<file path="src/rtl/txn_line_tracker.sv">
module txn_line_tracker #(
  parameter int LINES = 8,
  parameter int CAP   = 4,
  parameter int REGS  = 4,
  parameter int REG_W = 16
) (
  input  logic                       clk,
  input  logic                       rst_n,
  input  logic                       tx_begin,
  input  logic                       tx_commit,
  input  logic                       tx_abort,
  input  logic [7:0]                 tx_abort_code,
  input  logic                       trap_event,
  input  logic [REGS*REG_W-1:0]      rf_in,
  output logic                       rf_restore_valid,
  output logic [REGS*REG_W-1:0]      rf_restore,
  input  logic                       ld_valid,
  input  logic [$clog2(LINES)-1:0]   ld_idx,
  input  logic [1:0]                 ld_state,
  input  logic                       wr_valid,
  input  logic [$clog2(LINES)-1:0]   wr_idx,
  output logic                       wb_req,
  output logic [$clog2(LINES)-1:0]   wb_idx,
  input  logic                       snp_req,
  input  logic [$clog2(LINES)-1:0]   snp_idx,
  output logic                       snp_ack,
  output logic                       snp_wait,
  output logic                       snp_dirty,
  input  logic [$clog2(LINES)-1:0]   probe_idx,
  output logic [1:0]                 probe_state,
  output logic                       probe_t,
  output logic                       tx_active,
  output logic                       st_valid,
  output logic [1:0]                 st_cause,
  output logic [7:0]                 st_code
);
  localparam int CW = $clog2(CAP + 2);
  localparam logic [1:0] ST_I = 2'd0, ST_M = 2'd3;

  logic [1:0]            st_q [LINES];
  logic [LINES-1:0]      t_q;
  logic [CW-1:0]         cnt_q;
  logic [REGS*REG_W-1:0] snap_q;

  logic wr_hit, new_line, overflow;
  logic end_trap, end_expl, end_cap, end_commit, aborting;

  assign wr_hit     = wr_valid && (st_q[wr_idx] != ST_I);
  assign new_line   = wr_hit && tx_active && !t_q[wr_idx];
  assign overflow   = new_line && (cnt_q == CW'(CAP));
  assign end_trap   = tx_active && trap_event;
  assign end_expl   = tx_active && tx_abort && !trap_event;
  assign end_cap    = tx_active && overflow && !trap_event && !tx_abort;
  assign end_commit = tx_active && tx_commit && !trap_event && !tx_abort && !overflow;
  assign aborting   = end_trap || end_expl || end_cap;

  assign wb_req    = tx_active && wr_hit && (st_q[wr_idx] == ST_M) && !t_q[wr_idx] && !aborting;
  assign wb_idx    = wr_idx;
  assign snp_wait  = snp_req && tx_active && t_q[snp_idx];
  assign snp_ack   = snp_req && !snp_wait;
  assign snp_dirty = snp_ack && (st_q[snp_idx] == ST_M);

  assign probe_state = st_q[probe_idx];
  assign probe_t     = t_q[probe_idx];
  assign rf_restore  = snap_q;

  always_ff @(posedge clk) begin
    if (!rst_n) begin
      for (int i = 0; i < LINES; i++) st_q[i] <= ST_I;
      t_q              <= '0;
      cnt_q            <= '0;
      snap_q           <= '0;
      tx_active        <= 1'b0;
      st_valid         <= 1'b0;
      st_cause         <= 2'd0;
      st_code          <= 8'd0;
      rf_restore_valid <= 1'b0;
    end else begin
      st_valid         <= 1'b0;
      rf_restore_valid <= 1'b0;

      if (ld_valid && !t_q[ld_idx]) st_q[ld_idx] <= ld_state;
      if (snp_ack) st_q[snp_idx] <= ST_I;

      if (wr_hit && !aborting) begin
        st_q[wr_idx] <= ST_M;
        if (tx_active) t_q[wr_idx] <= 1'b1;
        if (new_line) cnt_q <= cnt_q + 1'b1;
      end

      if (!tx_active && tx_begin) begin
        tx_active <= 1'b1;
        snap_q    <= rf_in;
        cnt_q     <= '0;
      end

      if (end_commit) begin
        tx_active <= 1'b0;
        t_q       <= '0;
        cnt_q     <= '0;
        st_valid  <= 1'b1;
        st_cause  <= 2'd0;
        st_code   <= 8'd0;
      end

      if (aborting) begin
        for (int i = 0; i < LINES; i++)
          if (t_q[i]) st_q[i] <= ST_I;
        t_q              <= '0;
        cnt_q            <= '0;
        tx_active        <= 1'b0;
        st_valid         <= 1'b1;
        rf_restore_valid <= 1'b1;
        st_cause         <= end_trap ? 2'd2 : (end_expl ? 2'd1 : 2'd3);
        st_code          <= end_expl ? tx_abort_code : 8'd0;
      end
    end
  end
endmodule

</file>
<file path="config.mk">
export PLATFORM = sky130hd
export DESIGN_NAME = txn_line_tracker
export DESIGN_NICKNAME = d
export VERILOG_FILES = /design/src/rtl/txn_line_tracker.sv
export SDC_FILE = /design/constraint.sdc
export NUM_CORES = 1
export LEC_CHECK = 0
export CELL_PAD_IN_SITES_DETAIL_PLACEMENT = 1
export CELL_PAD_IN_SITES_GLOBAL_PLACEMENT = 2
export CORE_UTILIZATION = 26
export CTS_CLUSTER_DIAMETER = 60
export DETAILED_ROUTE_END_ITERATION = 7
export MAX_ROUTING_LAYER = met4
export PLACE_DENSITY_LB_ADDON = 0.1
export SYNTH_ARGS = -nofsm -noshare
export SYNTH_HDL_FRONTEND = slang
export SYNTH_SLANG_ARGS = --single-unit
export TNS_END_PERCENT = 50
</file>
<file path="constraint.sdc">
create_clock -name clk -period 3.48 [get_ports clk]
set_clock_uncertainty 0.2 [all_clocks]
set_input_delay 0.696 -clock clk [delete_from_list [all_inputs] [get_ports clk]]
set_output_delay 0.696 -clock clk [all_outputs]
set_load 0.02 [all_outputs]
</file>
---- Word-level counts from Yosys, hierarchy flattened ----
Memory sizes are Yosys's and may differ from the RTL's.
Cells that the tools add are included.
operators by class
  add/sub/neg operators ................... 1
  $lt $le $gt $ge ......................... 5
  eq/ne operators ......................... 5
  mux-type cells .......................... 73
  bitwise logic cells ..................... 16
  reduce and logical (&&, ||, !) cells .... 42
operators with widths
  kind                                                                count
  two-way mux 1 bit                                                   51
  two-way mux 2 bit                                                   13
  logical AND 1 bit                                                   25
  two-way mux 8 bit                                                   3
  less-than comparator 3 x 4 -> 1 bit (second input constant)         4
  binary-select mux 1 bit (select 3 bit)                              4
  zero test 1 bit                                                     8
  OR 1 bit                                                            8
  OR 8 bit                                                            1
  == test 3 bit                                                       2
  bitwise AND 1 bit                                                   4
  == test 2 bit (second input constant)                               2
  AND reduction 2 bit                                                 2
  nonzero test 2 bit                                                  2
  OR reduction 4 bit                                                  1
  adder 3 x 1 -> 3 bit (second input constant)                        1
  demux 1 bit (select 3 bit)                                          1
  == test 3 bit (second input constant)                               1
  greater-or-equal comparator 3 x 1 -> 1 bit (second input constant)  1
  two-way mux 3 bit                                                   1
  NOT 1 bit                                                           3
  OR reduction 3 bit                                                  1
  logical OR 1 bit                                                    2
  OR reduction 2 bit                                                  1
storage, ports and cells
  flip-flop bits (word level) ............. 88
  memory bits (writable) .................. 16
  bits of input ports ..................... 95
  memories kept ........................... 1
memory list
  name  words  width  rd ports  clocked after memory_dff  write ports  line  RTL
  st_q  8      2      3         0                         10           40    logic [1:0] st_q [LINES];

---- Depth between registers and ports, before layout ----
Gate-level depths: netlist of the first run.
An unclocked memory read counts as a cell.
  depth after elaboration ................. 18
  mapped depth ............................ 10

---- Worst setup path before layout of the first run ----
No wires, ideal clock.
  path type ............................... in2out
  start point ............................. input port snp_idx[2]
  end point ............................... output port snp_dirty
  arrival time ............................ 2.282 ns
  path slack .............................. 0.302 ns
  cell stages on the path ................. 8
  path buffers ............................ 2
  cell sequence ........................... buf_2 > mux2_2 > a22oi_1 > a21boi_2 > nor2b_1 > buf_2 > o21ai_0 > nor2_1
between the ends
  cells in the longest elaborated chain, start to end .. 6
ends and longest elaborated chain
  item                                     line  RTL
  start: declaration                       25    input logic [$clog2(LINES)-1:0] snp_idx,
  binary-select mux 1 bit (select 3 bit)   59    assign snp_wait = snp_req && tx_active && t_q[snp_idx];
  two-way mux 1 bit (implied by the code)  59
  logical AND 1 bit                        59
  zero test 1 bit                          60    assign snp_ack = snp_req && !snp_wait;
  logical AND 1 bit                        60
  net snp_ack                              26    output logic snp_ack,
  logical AND 1 bit                        61    assign snp_dirty = snp_ack && (st_q[snp_idx] == ST_M);
  end: declaration                         28    output logic snp_dirty,
The timed path passes the listed nets, and every way through them passes these cells. The select of a mux whose other input is x is not followed.

---- Worst setup path after layout of the first run ----
  start point ............................. input port probe_idx[0]
  end point ............................... output port probe_state[1]
between the ends
  cells in the longest elaborated chain, start to end .. 1
ends and longest elaborated chain
  item                     line  RTL
  start: declaration       29    input logic [$clog2(LINES)-1:0] probe_idx,
  memory read (8 x 2 bit)  n/a
  end: declaration         30    output logic [1:0] probe_state,
No other way between the ends.

==> impl_results.md, run 1 <==
- Status: completed
- Static Leak: 0.00284 µW
- Dominant cell type by area after synthesis: dfxtp_1
- Number of flops mapped to enable cells by yosys: 0
- Slew @ Worst Pin: 0.588 ns
- Post-route insts no fill: 1030
- Hold_buf cts: 0
- CP Max Fanout: 6
- Num ports: 182
- DRC violations left: 0
- Mux share of post-synthesis cell area: 8.94%
- H-tree levels: 3
- Max-cap viol count: 0
- Tmin final: 3.32 ns
- Seq cells post-synth: 104
- Detail Route Antenna Nets: 0
- Setup WS post-layout: 0.161 ns
- NetSw: 805 µW
- Synthesized netlist cell count: 571
- Highest clock rate: 301 MHz
- Post-place setup slack: -0.525 ns
- Largest net degree at the start of global routing: 67
- Core area: 18900 µm²
- Logic gate share of total power: 20.4%
- CP max stage cell: clkdlybuf4s50_1
- Die ar.: 20000 µm²
- Most common library cells after synthesis: nand2_1 (148), dfxtp_1 (104), a21boi_0 (64), clkbuf_1 (28), a221o_1 (17)
- Synth Area in Adders: 0.496%
- Worst-path clk slew: 0.07 ns
- Crit-path cells: clkdlybuf4s50_1 -> buf_12 -> mux4_2 -> mux2_2 -> dlygate4sd2_1
- 1st-iter DRT viols: 156
- Initial antenna violation count: 0
- Site row count: 50
- VDD IR max: 0.231 mV
- Synthesis Warnings: 0
- Cell family with most CP delay: buffers and inverters
- P&R area growth vs syn: 51.7%
- Predominant post-synthesis flop cell: dfxtp_1
- Die X: 141 µm
- TritonCTS Sinks: 104
- Post-CTS setup buffer count: 0
- Total track usage: 19.0%
- Vias per inst: 4.82
- Post-Syn Nets: 668
- Antenna fix cells: 0
- Initial Util: 26.7%
- Final HPWL DP: 13700 µm
- Syn avg cell area: 8.84 µm²
- Chip Height: 141 µm
- Worst Path Arrival: 2.42 ns
- Clock Path Buffers: 2
- Final slew viol count: 0
- Global route total overflow: 0
- Top cells by area, synth: dfxtp_1 (41%), nand2_1 (11%), a21boi_0 (9.5%)
- First-pass GRT wire length: 28200 µm
- TNS Setup: 0 ns
- Share of post-route cells with drive strength above 1: 13.1%
- NumNets Final: 862
- RSZ-0062 raised after global routing: no
- P_int: 2110 µW
- Sw Share: 27.6%
- Post-synthesis sequential area ratio: 41.2%
- Clock power share: 35.6%
- CP bufs+invs: 3
- Startpoint types: input port
- Routability cong.: 0.873
- Yosys cell types: 49
- Worst EP required: 2.58 ns
- Compound-Gate Fraction of Synth Area: 23.4%
- Top-area cell type share of the netlist area: 41.2%
- Pwr dens: 381 nW/µm²
- TritonCTS Buffers: 9
- Worst setup EP type: output pin
- Critical path class: input port to output pin
- Post-Route WL: 18100 µm
- Most frequent cell after synthesis: nand2_1
- Async SR Flop Fraction: 0%
- Total power draw: 2920 µW
- Root Driver: clkbuf_16
- Finished layout cell area: 7660 µm²
- I/O Buffers: 181
- Max_slew headroom: 60.8%
- Vias in the first global route: 5272
- First-pass detailed-route iteration total: 4
- Area share of and/or/nand/nor cells after synthesis: 20.7%
- Setup Viol. Count Final: 0
- Hold Violations, Final: 0
- CTS tree: done
- Inst Count DP: 1014
- Hold Crit Class: register to register
- Max incr delay on CP: 0.51 ns
- XOR/XNOR share of the synthesized area: 0.173%
- Seq pwr share: 44.0%
- Clk Latency, worst-skew pair: 0.35 ns
- Final Cycle Share: 95.4%
- Overall via count from detail_route: 4968
- Area after DPL: 7370 µm²
- Layout fillers: 2191
- Main combinational cell family by area after synthesis: compound AO/OA/AOI/OAI gates
- DR WL/cell: 17.6 µm
- Mapped Area: 5050 µm²
routing by layer:
layer / wire, µm / track usage (%) / part of all wire [%]
met1: 7410 / 20.8 / 41
met2: 9030 / 32.3 / 50
met3: 1240 / 6.38 / 6.8
met4: 425 / 6.29 / 2.3
met5: 0 / - / 0
flip-flops by register name (all words and copies together), names as in the netlist:
name,count
st_code,8
st_valid,1
rf_restore,64
st_cause,2
t_q,8
st_q,16
cnt_q,3
rf_restore_valid,1
tx_active,1
metrics by stage:
step / util (%) / hold slack [ns]
floorplan: - / 0.258
global placement: 39.0 / 0.251
detailed placement: 39.0 / 0.259
CTS: 40.6 / 0.270
global route: 40.5 / 0.292
finish: 40.5 / 0.264
what timing repair did:
| action | 4_1_cts | 5_1_grt |
|---|---|---|
| hold endpoints to repair | 0 | 0 |
| endpoints found under the setup margin | 7 | 2 |
| pin swaps | 0 | 0 |
| resized for setup | 11 | 5 |
final timing paths:
check | from | to | slack, ns | cells after the start
worst max-delay path | probe_idx[0] | probe_state[1] | 0.16 | 5
worst min-delay path | rf_restore[51] | rf_restore[51] | 0.26 | 2
worst max register to register | st_q[3][1] | st_q[4][0] | 0.92 | 8
worst min register to register | rf_restore[51] | rf_restore[51] | 0.26 | 2
worst reg2reg max path: cells and delay by family, from the launching register on:
kind                   cells  cell delay [ns]
DFF                        1             0.46
muxes                      2             0.37
buffers and inverters      2             0.30
AOI/OAI and AO/OA          4             1.12
cell usage in the layout (no fill, tap or decap), types with 10 or more instances in the layout:
cell             netlist  final
mux2_2                10     10
a21boi_0              64     64
dfxtp_1              104    104
a21oi_1               13     13
nor3_1                10     10
clkdlybuf4s50_1        0    171
nand3_1               15     15
nand2_1              148    148
nor2_1                14     14
a221o_1               17     17
buf_4                  4     45
power by group through the flow:
stage | sequential [µW] | clock [µW] | combinational, µW
final | 1280 | 1040 | 595
after global routing | 1290 | 1130 | 645
after CTS | 1290 | 1090 | 606
after detailed placement | 1310 | 0 | 604
after global placement | 1310 | 0 | 592
after floorplan | 1370 | 0 | 218
cell families after synthesis:
kind of cell,Yosys count
adder cells (fa/ha/maj),2
flip-flops,104
AND/OR/NAND/NOR,232
XOR/XNOR,1
multiplexers,29
buffers and inverters,51
AO/OA/AOI/OAI,152
cell type report:
| class | instances | area [µm²] | area share, % |
|---|---|---|---|
| multi-input cells | 416 | 2730 | 35.6 |
| flip-flops and latches | 104 | 2080 | 27.2 |
| inverters | 4 | 15.0 | 0.196 |
| repair buffers | 230 | 2210 | 28.8 |
| well taps | 260 | 325 | 4.25 |
| clock inverters | 7 | 77.6 | 1.01 |
| clock buffers | 9 | 225 | 2.94 |
Power figures use the tool's default switching activity.
==> run 2, diff against run 1 <==
- PLACE_DENSITY_LB_ADDON: 0.1 -> 0.3
==> run 2 against run 1 <==
Compared with the run above:
- non-clock buffer count up 6
- cell area about the same
- sequential cell count unchanged
- critical endpoint is now probe_state[0]
- largest power group unchanged
- global-route usage up 0.72 points
- utilization about the same
- critical path type unchanged
==> impl_results.md, run 2 (synthesis results as in run 1) <==
- Vias per inst: 4.88 (+1.2%)
- H-tree levels: 3 (unchanged)
- Clock Path Buffers: 2 (unchanged)
- Reg2Reg Depth: 10 (+2)
- Overall via count from detail_route: 5057 (+1.8%)
- Largest net degree at the start of global routing: 65 (-3.0%)
- First-pass detailed-route iteration total: 4 (unchanged)
- Core area: 18900 µm² (unchanged)
- Reg-to-Reg Start: st_q[6][1]
- CP Max Fanout: 6 (unchanged)
- CP Launch Point: probe_idx[0]
- NumNets Final: 868 (+0.70%)
- Pwr dens: 371 nW/µm² (-2.6%)
- 1st-iter DRT viols: 275 (+76%)
- Most common cell after layout, fill and taps aside: clkdlybuf4s50_1
- Post-place setup slack: -0.477 ns (+0.0475 ns)
- VDD IR max: 0.214 mV (-7.3%)
- Met3 routed WL: 1280 µm (+3.7%)
- Hold Crit Class: register to register
- Worst-path clk slew: 0.07 ns (about the same)
- Detail Route Antenna Nets: 0 (unchanged)
- Initial Util: 26.7% (unchanged)
- Antenna fix cells: 0 (unchanged)
- Post-CTS setup buffer count: 0 (unchanged)
- RR Endpoint: st_q[2][0]
- Worst setup EP type: output pin
- RSZ-0062 raised after global routing: no
- TritonCTS Buffers: 9 (unchanged)
- Final HPWL DP: 14400 µm (+4.8%)
- Slew @ Worst Pin: 0.673 ns (+0.0851 ns)
- Routability cong.: 0.898 (+2.8%)
- Worst Path Arrival: 2.42 ns (about the same)
- Max_slew headroom: 55.1% (-5.7 points)
- DRC violations left: 0 (unchanged)
- Startpoint types: input port
- P&R area growth vs syn: 51.7% (about the same)
- Share of post-route cells with drive strength above 1: 13.7% (+0.54 points)
- Num ports: 182 (unchanged)
- TritonCTS Sinks: 104 (unchanged)
- Worst EP required: 2.58 ns (about the same)
- Chip Height: 141 µm (unchanged)
- Post-Route WL: 18800 µm (+3.7%)
- Static Leak: 0.00286 µW (+0.95%)
- Site row count: 50 (unchanged)
- Metal2 WL: 9430 µm (+4.4%)
- Critical path class: input port to output pin
- Global route total overflow: 0 (unchanged)
- Met1 wire length: 7720 µm (+4.2%)
- Total power draw: 2850 µW (-2.5%)
- TNS Setup: 0 ns (unchanged)
- Setup WS post-layout: 0.159 ns (-0.00147 ns)
- Die ar.: 20000 µm² (unchanged)
- Uppermost layer routed: met4
- DR WL/cell: 18.1 µm (+3.1%)
- Hold Violations, Final: 0 (unchanged)
- Crit path to: probe_state[0]
- Final slew viol count: 0 (unchanged)
- Root Driver: clkbuf_16
- First-pass GRT wire length: 29300 µm (+3.9%)
- Clk Latency, worst-skew pair: 0.35 ns (about the same)
- Tmin final: 3.32 ns (+0.00147 ns)
- Max-cap viol count: 0 (unchanged)
- Status: completed
- Final Util: 40.6% (about the same)
- Total track usage: 19.7% (+0.72 points)
- Final Cycle Share: 95.4% (about the same)
- Commonest non-fill, non-tap cells in the layout: clkdlybuf4s50_1 (170), nand2_1 (148), dfxtp_1 (104), a21boi_0 (64), buf_4 (52)
- Vias in the first global route: 5371 (+1.9%)
- Highest clock rate: 301 MHz (about the same)
- Largest register FFs: 64 (unchanged)
- R2r setup slk: 1.00 ns (+0.08 ns)
- Setup Viol. Count Final: 0 (unchanged)
- Initial antenna violation count: 0 (unchanged)
- Die X: 141 µm (unchanged)
- I/O Buffers: 181 (unchanged)
- CTS tree: done
[run 2: cell count changes in the layout (fill, tap and decap cells not counted), sizes merged]
cell | before | now
buf | 50 | 56
bufinv | 1 | 0
clkdlybuf4s15 | 1 | 0
clkdlybuf4s50 | 171 | 170
clkinv | 3 | 4
clkinvlp | 1 | 2
dlygate4sd2 | 6 | 7
dlymetal6s2s | 0 | 1
inv | 6 | 5
[run 2: worst min path at each step]
stage	startpoint	depth (start not counted)	slack, ns	to
floorplan	cnt_q[2]	2	0.26	cnt_q[2]
global placement	rf_restore[63]	2	0.25	rf_restore[63]
detailed placement	rf_restore[53]	2	0.26	rf_restore[53]
CTS	rf_restore[53]	2	0.27	rf_restore[53]
global route	rf_restore[52]	2	0.29	rf_restore[52]
finish	rf_restore[44]	2	0.27	rf_restore[44]
[run 2: cell type report]
class / count / area, µm²
fillers: 2217 / 11200
flip-flops and latches: 104 / 2080
clock inverters: 7 / 47.5
inverters: 4 / 15.0
clock buffers: 9 / 225
multi-input cells: 416 / 2730
well taps: 260 / 325
repair buffers: 236 / 2240
[run 2: report_power, final]
| part | leakage [µW] | switching (µW) | internal (µW) | total (µW) |
|---|---|---|---|---|
| combinational | 0.00188 | 300 | 301 | 601 |
| clock | 0.000132 | 475 | 486 | 961 |
| sequential | 0.000850 | 35.6 | 1250 | 1280 |
| total | 0.00286 | 811 | 2030 | 2850 |
[run 2: critical path, stage by stage]
cell,delay [ns]
clkdlybuf4s50_1,0.51
buf_12,0.13
mux4_2,0.49
mux2_2,0.27
dlygate4sd2_1,0.32
[run 2: through the flow]
| stage | hold slack [ns] | instances | area (µm²) |
|---|---|---|---|
| 6_report | 0.268 | 1036 | 7660 |
| 5_1_grt | 0.292 | 1036 | 7660 |
| 4_1_cts | 0.273 | 1036 | 7670 |
| 3_5_place_dp | 0.261 | 1020 | 7410 |
| 3_3_place_gp | 0.251 | 1020 | 7410 |
| 2_1_floorplan | 0.258 | 571 | 5050 |
[run 2: repair_timing]
item | in CTS | in global routing
gates resized for setup | 9 | 6
pin swaps | 0 | 0
endpoints found under the setup margin | 7 | 2
hold buffers | 0 | 0
gates cloned | 0 | 0
[run 2: layer usage]
layer	global-route usage [%]	up-vias
met1	22.3	2456
met3	5.20	25
met5	-	-
met4	7.04	0
met2	33.6	149
li1	-	2427
==> run 3, diff against run 2 <==
- SLEW_MARGIN: not set -> 15
==> results of run 3 <==
Final layout, timing and power as in run 2 (identical DEF).
